File: src/rtl/flash_poll_pkg.sv
package flash_poll_pkg;
  localparam int POLARITY_BIT = 7;
  localparam int TOGGLE_BIT   = 6;
  localparam int SUSPEND_BIT  = 2;

  typedef enum logic [1:0] {
    V_BUSY,
    V_MATCH,
    V_CONFLICT,
    V_SUSPEND
  } verdict_e;

  typedef enum logic [1:0] {
    PH_POLL,
    PH_CONF1,
    PH_CONF2
  } phase_e;

  typedef enum logic {
    S_IDLE,
    S_WAIT
  } state_e;
endpackage

File: src/rtl/flash_poll_eval.sv
module flash_poll_eval
  import flash_poll_pkg::*;
#(
  parameter int DW = 8
) (
  input  logic          toggle_mode,
  input  logic          have_prev,
  input  logic [DW-1:0] rd_word,
  input  logic [DW-1:0] prev_word,
  input  logic [DW-1:0] expect_word,
  output logic          word_equal,
  output verdict_e      verdict
);
  logic tog_stable;
  logic susp_seen;

  always_comb begin
    word_equal = (rd_word == expect_word);
    tog_stable = have_prev && (rd_word[TOGGLE_BIT] == prev_word[TOGGLE_BIT]);
    susp_seen  = tog_stable && rd_word[TOGGLE_BIT] &&
                 (rd_word[SUSPEND_BIT] != prev_word[SUSPEND_BIT]);
    verdict    = V_BUSY;
    if (!toggle_mode) begin
      if (rd_word[POLARITY_BIT] == expect_word[POLARITY_BIT])
        verdict = word_equal ? V_MATCH : V_CONFLICT;
    end else if (susp_seen) begin
      verdict = V_SUSPEND;
    end else if (tog_stable) begin
      verdict = word_equal ? V_MATCH : V_CONFLICT;
    end
  end
endmodule

File: src/rtl/flash_poll_counter.sv
module flash_poll_counter #(
  parameter int MAX_POLLS = 1024
) (
  input  logic clk,
  input  logic rst,
  input  logic clr,
  input  logic inc,
  output logic at_limit
);
  localparam int CW = $clog2(MAX_POLLS + 1);
  localparam logic [CW-1:0] LAST = CW'(MAX_POLLS - 1);

  logic [CW-1:0] cnt_q;

  always_ff @(posedge clk) begin
    if (rst || clr) cnt_q <= '0;
    else if (inc)   cnt_q <= cnt_q + 1'b1;
  end

  assign at_limit = (cnt_q == LAST);
endmodule

File: src/rtl/flash_status_poller.sv
module flash_status_poller
  import flash_poll_pkg::*;
#(
  parameter int AW        = 20,
  parameter int DW        = 8,
  parameter int MAX_POLLS = 1024
) (
  input  logic          clk,
  input  logic          rst,
  input  logic          start_i,
  input  logic          toggle_mode_i,
  input  logic [AW-1:0] addr_i,
  input  logic [DW-1:0] expect_i,
  output logic          rd_req_o,
  output logic [AW-1:0] rd_addr_o,
  input  logic          rd_valid_i,
  input  logic [DW-1:0] rd_data_i,
  output logic          busy_o,
  output logic          done_o,
  output logic          fail_o,
  output logic          timeout_o,
  output logic          suspend_o
);
  state_e        state_q;
  phase_e        phase_q;
  logic          mode_q;
  logic [DW-1:0] exp_q;
  logic [DW-1:0] prev_q;
  logic          have_prev_q;
  logic          conf_ok_q;
  logic          accept;
  logic          begin_run;
  logic          word_equal;
  logic          at_limit;
  verdict_e      verdict;

  assign begin_run = (state_q == S_IDLE) && start_i;
  assign accept    = (state_q == S_WAIT) && rd_valid_i && !rd_req_o;
  assign busy_o    = (state_q == S_WAIT);

  flash_poll_eval #(.DW(DW)) u_eval (
    .toggle_mode (mode_q),
    .have_prev   (have_prev_q),
    .rd_word     (rd_data_i),
    .prev_word   (prev_q),
    .expect_word (exp_q),
    .word_equal  (word_equal),
    .verdict     (verdict)
  );

  flash_poll_counter #(.MAX_POLLS(MAX_POLLS)) u_cnt (
    .clk      (clk),
    .rst      (rst),
    .clr      (begin_run),
    .inc      (accept && (phase_q == PH_POLL) && (verdict == V_BUSY)),
    .at_limit (at_limit)
  );

  always_ff @(posedge clk) begin
    if (rst) begin
      state_q     <= S_IDLE;
      phase_q     <= PH_POLL;
      mode_q      <= 1'b0;
      exp_q       <= '0;
      prev_q      <= '0;
      have_prev_q <= 1'b0;
      conf_ok_q   <= 1'b0;
      rd_addr_o   <= '0;
      rd_req_o    <= 1'b0;
      done_o      <= 1'b0;
      fail_o      <= 1'b0;
      timeout_o   <= 1'b0;
      suspend_o   <= 1'b0;
    end else begin
      rd_req_o  <= 1'b0;
      done_o    <= 1'b0;
      fail_o    <= 1'b0;
      timeout_o <= 1'b0;
      suspend_o <= 1'b0;
      if (begin_run) begin
        mode_q      <= toggle_mode_i;
        exp_q       <= expect_i;
        rd_addr_o   <= addr_i;
        phase_q     <= PH_POLL;
        have_prev_q <= 1'b0;
        conf_ok_q   <= 1'b0;
        rd_req_o    <= 1'b1;
        state_q     <= S_WAIT;
      end else if (accept) begin
        prev_q      <= rd_data_i;
        have_prev_q <= 1'b1;
        unique case (phase_q)
          PH_POLL: begin
            unique case (verdict)
              V_BUSY: begin
                if (at_limit) begin
                  fail_o    <= 1'b1;
                  timeout_o <= 1'b1;
                  state_q   <= S_IDLE;
                end else begin
                  rd_req_o  <= 1'b1;
                end
              end
              V_MATCH: begin
                done_o  <= 1'b1;
                state_q <= S_IDLE;
              end
              V_CONFLICT: begin
                phase_q  <= PH_CONF1;
                rd_req_o <= 1'b1;
              end
              V_SUSPEND: begin
                suspend_o <= 1'b1;
                state_q   <= S_IDLE;
              end
            endcase
          end
          PH_CONF1: begin
            conf_ok_q <= word_equal;
            phase_q   <= PH_CONF2;
            rd_req_o  <= 1'b1;
          end
          default: begin
            if (conf_ok_q && word_equal) done_o <= 1'b1;
            else                         fail_o <= 1'b1;
            state_q <= S_IDLE;
          end
        endcase
      end
    end
  end
endmodule

File: config.mk
export PLATFORM = sky130hd
export DESIGN_NAME = flash_status_poller
export DESIGN_NICKNAME = d
export VERILOG_FILES = /design/src/rtl/flash_poll_pkg.sv /design/src/rtl/flash_poll_eval.sv /design/src/rtl/flash_poll_counter.sv /design/src/rtl/flash_status_poller.sv
export SDC_FILE = /design/constraint.sdc
export NUM_CORES = 1
export LEC_CHECK = 0
export BUFFER_PORTS_ARGS = -buffer_cell sky130_fd_sc_hd__buf_2
export CORE_MARGIN = 2
export CORE_UTILIZATION = 50
export CTS_CLUSTER_SIZE = 40
export DETAILED_ROUTE_END_ITERATION = 6
export PLACE_DENSITY_LB_ADDON = 0.05
export SLEW_MARGIN = 25
export SYNTH_ARGS = -nofsm -noshare
export SYNTH_HDL_FRONTEND = slang
export SYNTH_SLANG_ARGS = --single-unit
export TNS_END_PERCENT = 30
File: constraint.sdc
create_clock -name clk -period 1.9 [get_ports clk]
set_clock_uncertainty 0.15 [all_clocks]
set_input_delay 0.38 -clock clk [delete_from_list [all_inputs] [get_ports clk]]
set_output_delay 0.38 -clock clk [all_outputs]
set_load 0.02 [all_outputs]
==> metrics.md <==
| Metric | Value |
|---|---|
| Status | finished, final reports clean |
| PortBufs | between 60 and 70 |
| Worst hold path stage count | 3 |
| Die height | ~70 um |
| Non-Filler Instances | 387 |
| Post-DP Area | around 2600 sq um |
| Period Utilization, post-route | between 90% and 100% |
| Critical hold path startpoint | expect_i[3] |
| Worst setup margin | approximately 0.13 ns |
| Vias in the first global route | between 1.5k and 2k |
| Post-CTS Setup Bufs | 0 |
| DP HPWL | roughly 3500 um |
| Yosys reg bits | between 50 and 60 |
| Hold Path Class | input port to flip-flop |
| Area Growth Syn to Fin | 25.39% |
| Sequential-to-total area share from yosys stat | about 48% |
| Register share of total power | 56.2% |
| Reg-to-reg startpoint | exp_q[7] |
| Gate power share | approximately 16% |
| Core Box Area | 4086 sq um |
| Worst EP required | between 1.5 and 2 ns |
| Post-route ant nets | 0 |
| Number of core rows | 23 |
| Worst slew pin tran | between 0.4 and 0.5 ns |
| DR WL/cell | 12.21 um |
| Mapped Cells | about 260 |
| Max Root-Sink Buffers | 2 |
| Sw Pwr | between 0.5 and 0.6 mW |
| Slew margin rel. | between 70 and 80% |
| Mean Syn Cell Area | between 8 and 9 sq um |
| Most frequent cells in the layout | 69 x nand2_1, 66 x buf_2, 51 x dfxtp_1, 41 x a21oi_1, 19 x buf_4 |
| 1st-iter DRT viols | 94 |
| Crit Path Category | flip-flop to flip-flop |
| Clk pin slew, worst setup/hold paths | roughly 0.08 ns |
| First-pass GRT wire length | 8128 um |
| TritonCTS clock tree | done |
| Share of layout cells above drive strength 1 | 28.19% |
| Cell taking the most area after synthesis | dfxtp_1 |
| Synth cell types | 40 |
| Die Span X | 69.63 um |
| N_diodes | 0 |
| WHS Endpoint | exp_q[3] |
| Total CTS buffers | 5 |
| Design area | approximately 2700 sq um |
| Power Density | approximately 760 nW/um^2 |
| Clk Latency, worst-skew pair | 0.30 ns |
| Crit Path Max Fanout | 22 |
| R2R setup slack | ~0.13 ns |
| # setup viols final | 0 |
| Vias post-DR | 2019 |
| Starting density of the core | around 53% |
| Mapped Nets | 303 |
| Switch share | 26.40% |
| Synth area leaders | dfxtp_1 48%, nand2_1 12%, a21oi_1 9.5% |
| Worst setup startpoint | exp_q[7] |
| RSZ-0062 raised after global routing | false |
| Congestion Overflow GR | 0 |
| Slew Limit Fails | 0 |
| First-pass iteration count of the detailed router | 4 |
| DRC viols | 0 |
| IO Count | 67 |
| Initial antenna violation count | 0 |
| Fin nets | between 300 and 400 |
| Max H-tree Level | 2 |
| Crit start category | flip-flop |
| Minimum clock period | roughly 1.8 ns |
| Largest net degree at the start of global routing | 30 |
| Via density per instance | 5.217 |
| Final WL | 4727 um |
| Total GRT Usage | between 20% and 30% |
| Fill count | between 300 and 400 |
| GR Util met1 | 26.82% |
| Placement Setup Slack | approximately 0.036 ns |
| Clock root buffer | clkbuf_8 |
| Worst R2R End | u_cnt.cnt_q[6] |
| Most common cell after layout, fill and taps aside | nand2_1 |
| Internal Pwr Total | approximately 1.5 mW |
| DP Cell Count | between 300 and 400 |
| Final hold violations | 0 |
| Syn Std Cell Area | between 2000 and 2500 sq um |
| Crit path arrival time | 1.85 ns |
| Leak pwr | 1.162 nW |
| Synth warn | 0 |
| CP endpoint kind | flip-flop |
| Clock share of power | about 28% |
| R2R cell count | 5 |
| Die Area | around 4800 sq um |
| VDD IR max | 530.5 uV |
| Most used routing layer | met2 |
| Grt met2 use | roughly a third |
| Top cell type's share of synthesized area | 48.34% |
| Fin Setup TNS | 0 ns |
| Placer Congestion | around 0.84 |
| Fmax | between 0.5 and 0.6 GHz |
| # Max-Cap Violations | 0 |
| Cts hold-fix bufs | 0 |
| Global routing met3 resource utilization | 4.651% |
| CTS Sinks | 52 |
[worst max-delay path, stage by stage, from the launching register on]
cell,delay [ns]
dfxtp_1,0.39
xor2_2,0.18
o22ai_1,0.11
buf_4,0.21
or4_1,0.50
a21oi_1,0.15
[sequential cells by signal (all words and copies together) (netlist names)]
register	cells
suspend_o	1
done_o	1
phase_q	2
rd_req_o	1
prev_q	2
have_prev_q	1
fail_o	1
exp_q	8
timeout_o	1
conf_ok_q	1
u_cnt.cnt_q	11
mode_q	1
rd_addr_o	20
busy_o	1
[what timing repair did]
item | CTS | global route
setup endpoints to repair | 0 | 1
endpoints found under the hold margin | 0 | 0
gates resized for setup | 0 | 1
[layer usage]
| layer | part of all wire [%] | up-vias |
|---|---|---|
| met4 | 1.5 | 0 |
| met1 | 47 | 894 |
| li1 | - | 1070 |
| met5 | 0 | - |
| met3 | 4.7 | 6 |
| met2 | 47 | 49 |
[power groups by stage]
stage | Clock, mW | Combinational, mW | Sequential (mW)
floorplan | 0 | 0.158 | 1.22
CTS | 0.605 | 0.326 | 1.16
global placement | 0 | 0.320 | 1.18
detailed placement | 0 | 0.326 | 1.18
global route | 0.658 | 0.363 | 1.16
finish | 0.576 | 0.325 | 1.16
[metrics by stage]
step                power [mW]  hold WS (ns)  utilization (%)
global route             2.185        0.1417            66.07
CTS                      2.088        0.1482            66.04
global placement         1.501        0.2890            64.15
detailed placement       1.508        0.2941            64.15
floorplan                1.377        0.2902                -
finish                   2.058        0.1597            66.07
[logic make-up (layout without fill, tap and decap cells)]
family                   after synthesis  count (layout)  share of synthesized area, %
adder cells (fa/ha/maj)                1               1                        0.5810
AND/OR/NAND/NOR                      117             117                         25.57
multiplexers                           1               1                        0.4649
AO/OA/AOI/OAI                         63              63                         17.20
buffers and inverters                 17              93                         3.428
flip-flops                            52              52                         48.34
XOR/XNOR                              10              10                         4.416
[worst max-delay path by stage]
stage | end | slack, ns | cells past startpoint
after floorplan | u_cnt.cnt_q[10] | 0.05 | 6
after global placement | u_cnt.cnt_q[4] | 0.07 | 6
after detailed placement | u_cnt.cnt_q[7] | 0.04 | 6
after CTS | u_cnt.cnt_q[6] | 0.13 | 5
after global routing | u_cnt.cnt_q[8] | 0.02 | 5
final | u_cnt.cnt_q[6] | 0.13 | 5
[area by class of cell]
| cell class | count | area [sq um] | area share, % |
|---|---|---|---|
| flip-flops and latches | 52 | 1042 | 38.60 |
| well taps | 50 | 62.56 | 2.317 |
| clock buffers | 6 | 72.57 | 2.688 |
| clock inverters | 1 | 5.005 | 0.1854 |
| multi-input cells | 192 | 1041 | 38.55 |
| repair buffers | 85 | 473.0 | 17.52 |
| inverters | 1 | 3.754 | 0.1390 |
[cells in the mapped netlist (all sizes together)]
cell type and number:
a211o 2, a21boi 1, a21oi 41, a311oi 1, a31o 1, a31oi 1
a32oi 1, a41oi 1, and3 1, and3b 1, and4 3, buf 4
clkbuf 12, dfxtp 52, ha 1, inv 1, mux2i 1, nand2 69
nand2b 2, nand3 5, nand3b 2, nand4 4, nand4b 1, nor2 12
nor2b 1, nor3b 1, nor4 4, nor4bb 1, o21ai 3, o22a 1
o22ai 2, o311ai 1, o31ai 6, o41ai 1, or3 4, or4 6
xor2 10
Power figures use the tool's default switching activity.
